--- config.mk ---
export PLATFORM = sky130hd
export DESIGN_NAME = pwm_aq_top
export DESIGN_NICKNAME = d
export VERILOG_FILES = /design/src/rtl/pwm_aq_pkg.sv /design/src/rtl/pwm_aq_regs.sv /design/src/rtl/pwm_aq_force.sv /design/src/rtl/pwm_aq_chan.sv /design/src/rtl/pwm_aq_top.sv
export SDC_FILE = /design/constraint.sdc
export NUM_CORES = 1
export LEC_CHECK = 0
export BUFFER_PORTS_ARGS = -buffer_cell sky130_fd_sc_hd__buf_2
export CORE_UTILIZATION = 24
export DETAILED_ROUTE_END_ITERATION = 8
export PLACE_DENSITY_LB_ADDON = 0.25
export SLEW_MARGIN = 20
export SYNTH_ARGS = -nofsm -noshare
export SYNTH_HDL_FRONTEND = slang
export SYNTH_SLANG_ARGS = --single-unit
--- constraint.sdc ---
create_clock -name clk -period 4.5 [get_ports clk]
set_clock_uncertainty 0.15 [all_clocks]
set_input_delay 0.225 -clock clk [delete_from_list [all_inputs] [get_ports clk]]
set_output_delay 0.225 -clock clk [all_outputs]
set_load 0.005 [all_outputs]
--- src/rtl/pwm_aq_pkg.sv ---
package pwm_aq_pkg;
  localparam int ADDR_W = 3;
  localparam int ACT_W  = 10;
  localparam int FRC_W  = 4;
  localparam int NOUT   = 2;

  typedef enum logic [1:0] {
    ACT_HOLD   = 2'b00,
    ACT_LOW    = 2'b01,
    ACT_HIGH   = 2'b10,
    ACT_INVERT = 2'b11
  } act_e;

  typedef enum logic [1:0] {
    RLD_AT_ZERO = 2'b00,
    RLD_AT_PRD  = 2'b01,
    RLD_AT_BOTH = 2'b10,
    RLD_AT_NEXT = 2'b11
  } rld_e;

  localparam logic [ADDR_W-1:0] ADR_CMP_A  = 3'd0;
  localparam logic [ADDR_W-1:0] ADR_CMP_B  = 3'd1;
  localparam logic [ADDR_W-1:0] ADR_ACT_A  = 3'd2;
  localparam logic [ADDR_W-1:0] ADR_ACT_B  = 3'd3;
  localparam logic [ADDR_W-1:0] ADR_RLD    = 3'd4;
  localparam logic [ADDR_W-1:0] ADR_FRC    = 3'd5;
  localparam logic [ADDR_W-1:0] ADR_FRC_ON = 3'd6;
endpackage

--- src/rtl/pwm_aq_regs.sv ---
module pwm_aq_regs
  import pwm_aq_pkg::*;
#(
  parameter int CNT_W  = 16,
  parameter int DATA_W = 16
) (
  input  logic                         clk,
  input  logic                         rst_n,
  input  logic                         wr_en,
  input  logic [ADDR_W-1:0]            wr_addr,
  input  logic [DATA_W-1:0]            wr_data,
  input  logic [ADDR_W-1:0]            rd_addr,
  input  logic [FRC_W-1:0]             frc_active,
  output logic [DATA_W-1:0]            rd_data,
  output logic [CNT_W-1:0]             cmp_a,
  output logic [CNT_W-1:0]             cmp_b,
  output logic [NOUT-1:0][ACT_W-1:0]   act,
  output logic [1:0]                   rld_mode,
  output logic [FRC_W-1:0]             frc_shadow
);
  logic ld_cmp_a, ld_cmp_b, ld_rld, ld_frc;
  logic [NOUT-1:0] ld_act;

  always_comb begin
    ld_cmp_a = wr_en && (wr_addr == ADR_CMP_A);
    ld_cmp_b = wr_en && (wr_addr == ADR_CMP_B);
    ld_act[0] = wr_en && (wr_addr == ADR_ACT_A);
    ld_act[1] = wr_en && (wr_addr == ADR_ACT_B);
    ld_rld   = wr_en && (wr_addr == ADR_RLD);
    ld_frc   = wr_en && (wr_addr == ADR_FRC);
  end

  always_ff @(posedge clk or negedge rst_n) begin
    if (!rst_n) begin
      cmp_a      <= '0;
      cmp_b      <= '0;
      rld_mode   <= '0;
      frc_shadow <= '0;
    end else begin
      if (ld_cmp_a) cmp_a      <= wr_data[CNT_W-1:0];
      if (ld_cmp_b) cmp_b      <= wr_data[CNT_W-1:0];
      if (ld_rld)   rld_mode   <= wr_data[7:6];
      if (ld_frc)   frc_shadow <= wr_data[FRC_W-1:0];
    end
  end

  for (genvar g = 0; g < NOUT; g++) begin : gen_act
    always_ff @(posedge clk or negedge rst_n) begin
      if (!rst_n)          act[g] <= '0;
      else if (ld_act[g])  act[g] <= wr_data[ACT_W-1:0];
    end
  end

  always_comb begin
    rd_data = '0;
    unique case (rd_addr)
      ADR_CMP_A:  rd_data[CNT_W-1:0] = cmp_a;
      ADR_CMP_B:  rd_data[CNT_W-1:0] = cmp_b;
      ADR_ACT_A:  rd_data[ACT_W-1:0] = act[0];
      ADR_ACT_B:  rd_data[ACT_W-1:0] = act[1];
      ADR_RLD:    rd_data[7:6]       = rld_mode;
      ADR_FRC:    rd_data[FRC_W-1:0] = frc_shadow;
      ADR_FRC_ON: rd_data[FRC_W-1:0] = frc_active;
      default:    rd_data = '0;
    endcase
  end
endmodule

--- src/rtl/pwm_aq_force.sv ---
module pwm_aq_force
  import pwm_aq_pkg::*;
(
  input  logic             clk,
  input  logic             rst_n,
  input  logic             tb_tick,
  input  logic             evt_zero,
  input  logic             evt_prd,
  input  logic [1:0]       rld_mode,
  input  logic [FRC_W-1:0] frc_shadow,
  output logic [FRC_W-1:0] frc_active,
  output logic [FRC_W-1:0] frc_eff
);
  logic reload_now;
  logic [FRC_W-1:0] frc_active_d;

  always_comb begin
    unique case (rld_e'(rld_mode))
      RLD_AT_ZERO: reload_now = tb_tick && evt_zero;
      RLD_AT_PRD:  reload_now = tb_tick && evt_prd;
      RLD_AT_BOTH: reload_now = tb_tick && (evt_zero || evt_prd);
      RLD_AT_NEXT: reload_now = tb_tick;
      default:     reload_now = 1'b0;
    endcase
    frc_active_d = reload_now ? frc_shadow : frc_active;
    frc_eff      = frc_active_d;
  end

  always_ff @(posedge clk or negedge rst_n) begin
    if (!rst_n)          frc_active <= '0;
    else if (reload_now) frc_active <= frc_active_d;
  end
endmodule

--- src/rtl/pwm_aq_chan.sv ---
module pwm_aq_chan
  import pwm_aq_pkg::*;
#(
  parameter int CNT_W = 16
) (
  input  logic             clk,
  input  logic             rst_n,
  input  logic             tb_tick,
  input  logic             evt_zero,
  input  logic             evt_prd,
  input  logic             cnt_up,
  input  logic [CNT_W-1:0] tb_count,
  input  logic [CNT_W-1:0] cmp_a,
  input  logic [CNT_W-1:0] cmp_b,
  input  logic [ACT_W-1:0] act,
  input  logic [1:0]       frc,
  output logic             pwm_q
);
  logic hit_ca, hit_cb;
  act_e code;
  logic pwm_d;

  always_comb begin
    hit_ca = cnt_up && (tb_count == cmp_a);
    hit_cb = cnt_up && (tb_count == cmp_b);
    code = ACT_HOLD;
    if (evt_zero && (act[1:0] != 2'b00)) code = act_e'(act[1:0]);
    if (evt_prd  && (act[3:2] != 2'b00)) code = act_e'(act[3:2]);
    if (hit_ca   && (act[5:4] != 2'b00)) code = act_e'(act[5:4]);
    if (hit_cb   && (act[9:8] != 2'b00)) code = act_e'(act[9:8]);
  end

  always_comb begin
    pwm_d = pwm_q;
    if (frc == 2'b01)      pwm_d = 1'b0;
    else if (frc == 2'b10) pwm_d = 1'b1;
    else begin
      unique case (code)
        ACT_LOW:    pwm_d = 1'b0;
        ACT_HIGH:   pwm_d = 1'b1;
        ACT_INVERT: pwm_d = ~pwm_q;
        default:    pwm_d = pwm_q;
      endcase
    end
  end

  always_ff @(posedge clk or negedge rst_n) begin
    if (!rst_n)       pwm_q <= 1'b0;
    else if (tb_tick) pwm_q <= pwm_d;
  end
endmodule

--- src/rtl/pwm_aq_top.sv ---
module pwm_aq_top
  import pwm_aq_pkg::*;
#(
  parameter int CNT_W  = 16,
  parameter int DATA_W = 16
) (
  input  logic              clk,
  input  logic              rst_n,
  input  logic              tb_tick,
  input  logic              evt_zero,
  input  logic              evt_prd,
  input  logic              cnt_up,
  input  logic [CNT_W-1:0]  tb_count,
  input  logic              wr_en,
  input  logic [ADDR_W-1:0] wr_addr,
  input  logic [DATA_W-1:0] wr_data,
  input  logic [ADDR_W-1:0] rd_addr,
  output logic [DATA_W-1:0] rd_data,
  output logic              pwm_a,
  output logic              pwm_b
);
  logic rst_meta, rst_q;
  logic [CNT_W-1:0] cmp_a, cmp_b;
  logic [NOUT-1:0][ACT_W-1:0] act;
  logic [1:0] rld_mode;
  logic [FRC_W-1:0] frc_shadow, frc_active, frc_eff;
  logic [NOUT-1:0] pwm_q;

  always_ff @(posedge clk or negedge rst_n) begin
    if (!rst_n) begin
      rst_meta <= 1'b0;
      rst_q    <= 1'b0;
    end else begin
      rst_meta <= 1'b1;
      rst_q    <= rst_meta;
    end
  end

  pwm_aq_regs #(.CNT_W(CNT_W), .DATA_W(DATA_W)) u_regs (
    .clk(clk), .rst_n(rst_q), .wr_en(wr_en), .wr_addr(wr_addr),
    .wr_data(wr_data), .rd_addr(rd_addr), .frc_active(frc_active),
    .rd_data(rd_data), .cmp_a(cmp_a), .cmp_b(cmp_b), .act(act),
    .rld_mode(rld_mode), .frc_shadow(frc_shadow)
  );

  pwm_aq_force u_force (
    .clk(clk), .rst_n(rst_q), .tb_tick(tb_tick), .evt_zero(evt_zero),
    .evt_prd(evt_prd), .rld_mode(rld_mode), .frc_shadow(frc_shadow),
    .frc_active(frc_active), .frc_eff(frc_eff)
  );

  for (genvar g = 0; g < NOUT; g++) begin : gen_ch
    pwm_aq_chan #(.CNT_W(CNT_W)) u_chan (
      .clk(clk), .rst_n(rst_q), .tb_tick(tb_tick), .evt_zero(evt_zero),
      .evt_prd(evt_prd), .cnt_up(cnt_up), .tb_count(tb_count),
      .cmp_a(cmp_a), .cmp_b(cmp_b), .act(act[g]),
      .frc(frc_eff[2*g +: 2]), .pwm_q(pwm_q[g])
    );
  end

  assign pwm_a = pwm_q[0];
  assign pwm_b = pwm_q[1];
endmodule

==> results of run 1 <==
-- synthesized netlist by cell type (2+ instances only) --
master and instances:
nand3_1 7, o21ai_0 9, or2_1 2, mux2i_1 13, nand4_1 4, xnor2_1 24, and2_1 5, buf_2 6
a211oi_1 3, a32oi_1 2, mux4_2 4, nor4_1 2, nand2_1 16, clkbuf_1 7, a221oi_1 2, mux2_2 66
nor3_2 2, ha_1 11, o22ai_1 2, dfrtp_1 66, a31oi_1 6, nor3b_1 5, nand4b_1 2, a22oi_1 6
a31o_2 2, and2_2 2, nor2_1 17, inv_1 11, xor2_1 8, a21oi_1 5, o31ai_1 2
-- worst max-delay path: cells and delay by family, from the launching register on --
family | cells | cell delay [ps]
simple gates | 6 | 1320
flops | 1 | 400
compound gates | 3 | 400
fa+ha+maj | 1 | 300
xor+xnor | 1 | 190
-- layer usage --
layer / wire length [um] / global-route usage [%] / up-vias
met2: 4970 / 21.8 / 83
met1: 4960 / 18.7 / 1402
li1: - / - / 1311
met4: 191 / 6.30 / 0
met5: 0 / 0 / -
met3: 428 / 2.01 / 13
-- stage by stage --
stage               total power (W)  hold slack (ps)  utilization, %  worst slack, ps  cell area (um^2)
global placement            0.00143             -140            28.4             1690              4330
floorplan                   0.00124             -221               -             1980              3780
detailed placement          0.00144             -137            28.4             1620              4330
finish                      0.00213             27.0            30.8             1650              4700
CTS                         0.00216             14.7            30.8             1600              4700
global route                0.00226             27.0            30.8             1350              4700
-- how the worst max path moves through the flow --
stage / slack [ps] / depth (start not counted) / to
4_1_cts: 1600 / 11 / gen_ch[0].u_chan.pwm_q
3_5_place_dp: 1620 / 11 / gen_ch[0].u_chan.pwm_q
5_1_grt: 1350 / 11 / gen_ch[0].u_chan.pwm_q
2_1_floorplan: 1980 / 11 / gen_ch[0].u_chan.pwm_q
6_report: 1650 / 11 / gen_ch[0].u_chan.pwm_q
3_3_place_gp: 1690 / 11 / gen_ch[0].u_chan.pwm_q
-- flip-flops by register name (all words and copies together) (netlist names) --
name                 count
u_regs.frc_shadow        4
u_regs.act              20
gen_ch.u_chan.pwm_q      2
u_regs.rld_mode          2
u_force.frc_active       4
rst_q                    1
u_regs.cmp_b            16
rst_meta                 1
u_regs.cmp_a            16
-- power by group through the flow --
stage               clock [W]  combinational (W)  sequential [W]
floorplan                   0           0.000400        0.000841
global placement            0           0.000554        0.000875
detailed placement          0           0.000560        0.000881
CTS                  0.000721           0.000567        0.000872
global route         0.000746           0.000621        0.000893
finish               0.000698           0.000557        0.000872
-- cell families (layout without fill, tap and decap cells) --
group                      after synthesis  after routing  share of synthesized area [%]
muxes                                   83             83                           25.5
and+or+nand+nor                         70             70                           10.1
DFF                                     66             66                           43.7
AOI/OAI and AO/OA                       40             40                           6.98
xor gates and xnor gates                32             32                           7.41
buffers and inverters                   24             99                           2.58
adders and majority gates               11             11                           3.64
other                                    1              1                         0.0992
-- cell type report --
cell class / count / share of cell area, %
clock buffers: 15 / 6.33
clock inverters: 1 / 0.106
inverters: 11 / 0.878
multi-input cells: 237 / 43.3
flip-flops and latches: 66 / 35.2
well taps: 211 / 5.62
repair buffers: 72 / 8.57
==> out/metrics.cfg, run 1 <==
[clock_network]
path_clk_slew_ps=50
clk_path_buf_depth=2
h-tree-depth=3
cts_tree=done
ctsHoldBuffers=7
cts_resized=0
postCtsSetupBuffers=0
clk-insertion-delay-late_ps=330
cts_root_buffer=clkbuf_16
cts_buffers=9
cts.sinks=66

[worst_setup_path]
regToRegSetupSlack_ps=1650
crit_start=u_regs.cmp_b[10]
slowest_delay_ps=440
start_kind=flip-flop
reg2reg_to=gen_ch[0].u_chan.pwm_q
crit_required_ps=4590
end_kind=flip-flop
cp_cell_sequence=xor2_1, nor4_1, nand3_1, nor4_4, and2_2, o21ai_0, ha_1, nand2_1, o21ai_0, nand2_1, o31ai_1
ff2ff_path_depth=11
crit_type=reg -> reg
slowest_stage=nor4_1
cp_max_fo=6
r2r-start=u_regs.cmp_b[10]
critPathArrivalTime_ps=2940

[sta]
max_slew_margin_pct=32.2
fin_crit_ps=2850
rsz0062_at_grt=false
worst_slew_pin_slew_ps=1010
finalMaxSlewViolations=0
setup_viol=0
fin_setup_tns_ps=0
fin_crit_sh_pct=63.4
finalHoldViolCount=0
max_freq_mhz=351

[cells_and_area]
final_layout_size_suffix_gt1_share_pct=39.8
mostFrequentLayoutCells=66 x mux2_2, 65 x dfrtp_1, 62 x buf_2, 24 x xnor2_1, 17 x nor2_1
final_common_cell=mux2_2
synthToLayoutAreaGrowth_pct=24.4
fill_cells=1592
layout.cells.non_filler=613
multi_input_area_mm2=0.00204
antenna_cells=0
final_nets=453
regArea_mm2=0.00165

[power]
power_density_mw_per_mm2=453
switching_power_w=0.000638
power_frac_seq_pct=41.0
power_frac_clock_pct=32.8
combPwrFrac_pct=26.2
ir_drop_v=0.000158
leakagePower_nw=2.05
swShare_pct=30.0
p_int_w=0.00149

[die]
die_height_um=127
rows=45
dieArea_mm2=0.0163
core_mm2=0.0153
die_w_um=127
start_util_pct=24.8
io_pins=63

[route]
drtIter0Drc=118
wl_per_cell_um=17.2
vias=2809
vias_per_cell=4.58
firstDrtPassIters=5
wl_mm=10.6
drc=0
drtAntennaViolNets=0

[hold_path]
worstHoldPathCells=2
timing.hold.worst.class=in -> reg
hold_end=u_regs.act[15]
hp-start=wr_data[5]

[logic_synthesis]
syn_inst=327
synth_cell_type_count=39
ys_seq_area_share_pct=43.7
yosysTopAreaCell=dfrtp_1
ys_warn_count=0
synthFlopType=dfrtp_1
synth_edf_count=0
synth_area_per_cell_um2=11.6
synthDominantCellAreaShare_pct=43.7
synth.cell_area_mm2=0.00378
synth-seq-cells=66
synthTopCellsByArea=dfrtp_1 44%, mux2_2 20%, xnor2_1 5.6%, ha_1 3.6%, mux2i_1 3.4%
ys_async_sr_fraction_pct=100
syn-num-nets=383

[global_routing]
grt.overflow.total=0
grt_max_degree=65
grt_pass1_vias=2806
grt_usage_pct=13.8
antenna_found_initial=0
grt_pass1_wl_mm=16.6

[place]
hpwl_mm=7.73
dp_cells=590
portBuffers=62
routabilityCongestion=0.772

[job]
maxCapViolations=0

[status]
status=finished, final reports clean

Power figures use the tool's default switching activity.
==> inputs of run 2 (changes only) <==
Clock period 4.5 ns to 2.8 ns, I/O delays scaled along.
==> out/metrics.cfg, run 2 (synthesized netlist as in run 1, its figures left out) <==
[status]
status=finished, final reports clean

[sta]
rsz0062_at_grt=true
max_freq_mhz=363  ; +3.7%
worst_slew_pin_slew_ps=674  ; -340 ps
fin_crit_sh_pct=98.3  ; +35 points
finalMaxSlewViolations=0  ; unchanged
fin_crit_ps=2750  ; -101 ps
max_slew_margin_pct=55.1  ; +23 points
finalHoldViolCount=0  ; unchanged
setup_viol=0  ; unchanged
holdWs_ps=64.5  ; +37.5 ps

[cells_and_area]
mostFrequentLayoutCells=66 x mux2_2, 65 x dfrtp_1, 62 x buf_2, 24 x xnor2_1, 20 x dlygate4sd3_1
top_regs=u_regs.act: 20 flops, u_regs.cmp_a: 16 flops, u_regs.cmp_b: 16 flops
largest_reg_flops=20  ; unchanged
final_nets=475  ; +4.9%
final_common_cell=mux2_2
final_layout_size_suffix_gt1_share_pct=43.4  ; +3.6 points
fill_cells=1564  ; -1.8%
synthToLayoutAreaGrowth_pct=34.0
antenna_cells=0  ; unchanged
top_register=u_regs.act

[hold_path]
timing.hold.worst.class=in -> reg
hp-start=wr_addr[1]
hold_end=u_regs.rld_mode[0]
worstHoldPathCells=3  ; +1

[power]
ir_drop_v=0.000354  ; +120%
swShare_pct=29.0  ; -1.0 points
power.total_w=0.00383  ; +80%
power_density_mw_per_mm2=756  ; +67%
leakagePower_nw=2.19  ; +6.8%
power_frac_clock_pct=37.4  ; +4.6 points
combPwrFrac_pct=25.8  ; -0.4 points
switching_power_w=0.00111  ; +74%
power_frac_seq_pct=36.9  ; -4.1 points
p_int_w=0.00272  ; +83%

[global_routing]
grt_pass1_vias=3023  ; +7.7%
grt_pass1_wl_mm=17.1  ; +3.1%
grt.overflow.total=0  ; unchanged
antenna_found_initial=0  ; unchanged
grt_usage_pct=14.2  ; +0.40 points
grt_max_degree=37  ; -43%

[die]
start_util_pct=24.8  ; unchanged
rows=45  ; unchanged
die_w_um=127  ; unchanged
dieArea_mm2=0.0163  ; unchanged
die_height_um=127  ; unchanged
core_mm2=0.0153  ; unchanged
io_pins=63  ; unchanged

[route]
drtAntennaViolNets=0  ; unchanged
drc=0  ; unchanged
wl_mm=10.9  ; +3.0%
drtIter0Drc=119  ; +0.85%
wl_per_cell_um=17.1  ; -0.58%
vias=2882  ; +2.6%
firstDrtPassIters=4  ; -1
vias_per_cell=4.54  ; -0.96%

[clock_network]
clk_path_buf_depth=2  ; unchanged
cts_tree=done
cts.sinks=66  ; unchanged
path_clk_slew_ps=60  ; about the same
clk-insertion-delay-late_ps=340  ; about the same
cts_buffers=9  ; unchanged
cts_root_buffer=clkbuf_16
h-tree-depth=3  ; unchanged

[worst_setup_path]
ff2ff_path_depth=10  ; -1
start_kind=flip-flop
slowest_delay_ps=420  ; -20 ps
reg2reg_to=gen_ch[1].u_chan.pwm_q
slowest_stage=nor4_4
cp_top_family=simple AND/OR/NAND/NOR gates
cp_num_buf_inv=1  ; +1
cp_cell_sequence=xor2_1, nor4_2, nand3_1, nor4_4, buf_4, a22oi_2, or2_1, ha_2, a211oi_2, o31ai_1
r2r-start=u_regs.cmp_b[2]
end_kind=flip-flop
cp_max_fo=5  ; -1
regToRegSetupSlack_ps=50  ; -1600 ps
crit_required_ps=2880  ; -1710 ps
critPathArrivalTime_ps=2830  ; -110 ps
crit_type=reg -> reg

[place]
portBuffers=62  ; unchanged
hpwl_mm=7.92  ; +2.4%
routabilityCongestion=0.775  ; +0.44%

[job]
maxCapViolations=0  ; unchanged

## run 2: cell type report
class	instances	area [um^2]	area share, %
tap	211	264	5.21
inverter	11	41.3	0.815
sequential	66	1650	32.6
clock buffer	10	239	4.72
clock inverter	6	136	2.69
multi-input combinational	237	2120	41.8
timing repair buffer	94	617	12.2
## run 2: worst min-delay path: stages
cell,delay [ps]
buf_2,140
nor3b_1,100
o21ai_0,140
## run 2: worst max-delay path by stage
stage | start | endpoint | slack [ps] | cells past startpoint
detailed placement | u_regs.cmp_b[10] | gen_ch[0].u_chan.pwm_q | 40 | 11
floorplan | u_regs.rld_mode[0] | gen_ch[0].u_chan.pwm_q | 280 | 11
finish | u_regs.cmp_b[2] | gen_ch[1].u_chan.pwm_q | 50 | 10
global route | u_regs.cmp_b[2] | gen_ch[1].u_chan.pwm_q | -140 | 10
CTS | u_regs.cmp_b[10] | gen_ch[0].u_chan.pwm_q | 20 | 11
global placement | u_regs.cmp_b[10] | gen_ch[0].u_chan.pwm_q | 20 | 11
## run 2: timing repair
item	CTS	global route
hold buffers	18	2
setup endpoints to repair	0	2
resized for setup	0	23
hold endpoints to repair	59	1
buffers inserted	0	4
## run 2: power by group through the flow
stage | Combinational (W) | Clock [W] | Sequential (W)
CTS | 0.000927 | 0.00146 | 0.00141
global route | 0.00111 | 0.00150 | 0.00145
finish | 0.000987 | 0.00143 | 0.00141
global placement | 0.000890 | 0 | 0.00142
floorplan | 0.000644 | 0 | 0.00135
detailed placement | 0.000902 | 0 | 0.00143
## run 2: metrics by stage
step | setup WS (ps) | area [um^2] | instances | setup TNS (ps) | utilization [%]
2_1_floorplan | 281 | 3780 | 327 | 0 | -
3_3_place_gp | 21.4 | 4370 | 595 | 0 | 28.7
3_5_place_dp | 37.7 | 4370 | 595 | 0 | 28.7
4_1_cts | 19.8 | 4930 | 629 | 0 | 32.3
5_1_grt | -145 | 5070 | 635 | -284 | 33.2
6_report | 48.0 | 5070 | 635 | 0 | 33.2
## run 2: per-layer routing
metal	vias to the layer above	share of wire (%)	global-route usage (%)
met4	0	1.4	5.04
met5	-	0	0
met2	63	48	23.5
met1	1450	46	18.0
li1	1358	-	-
met3	11	4.1	3.39
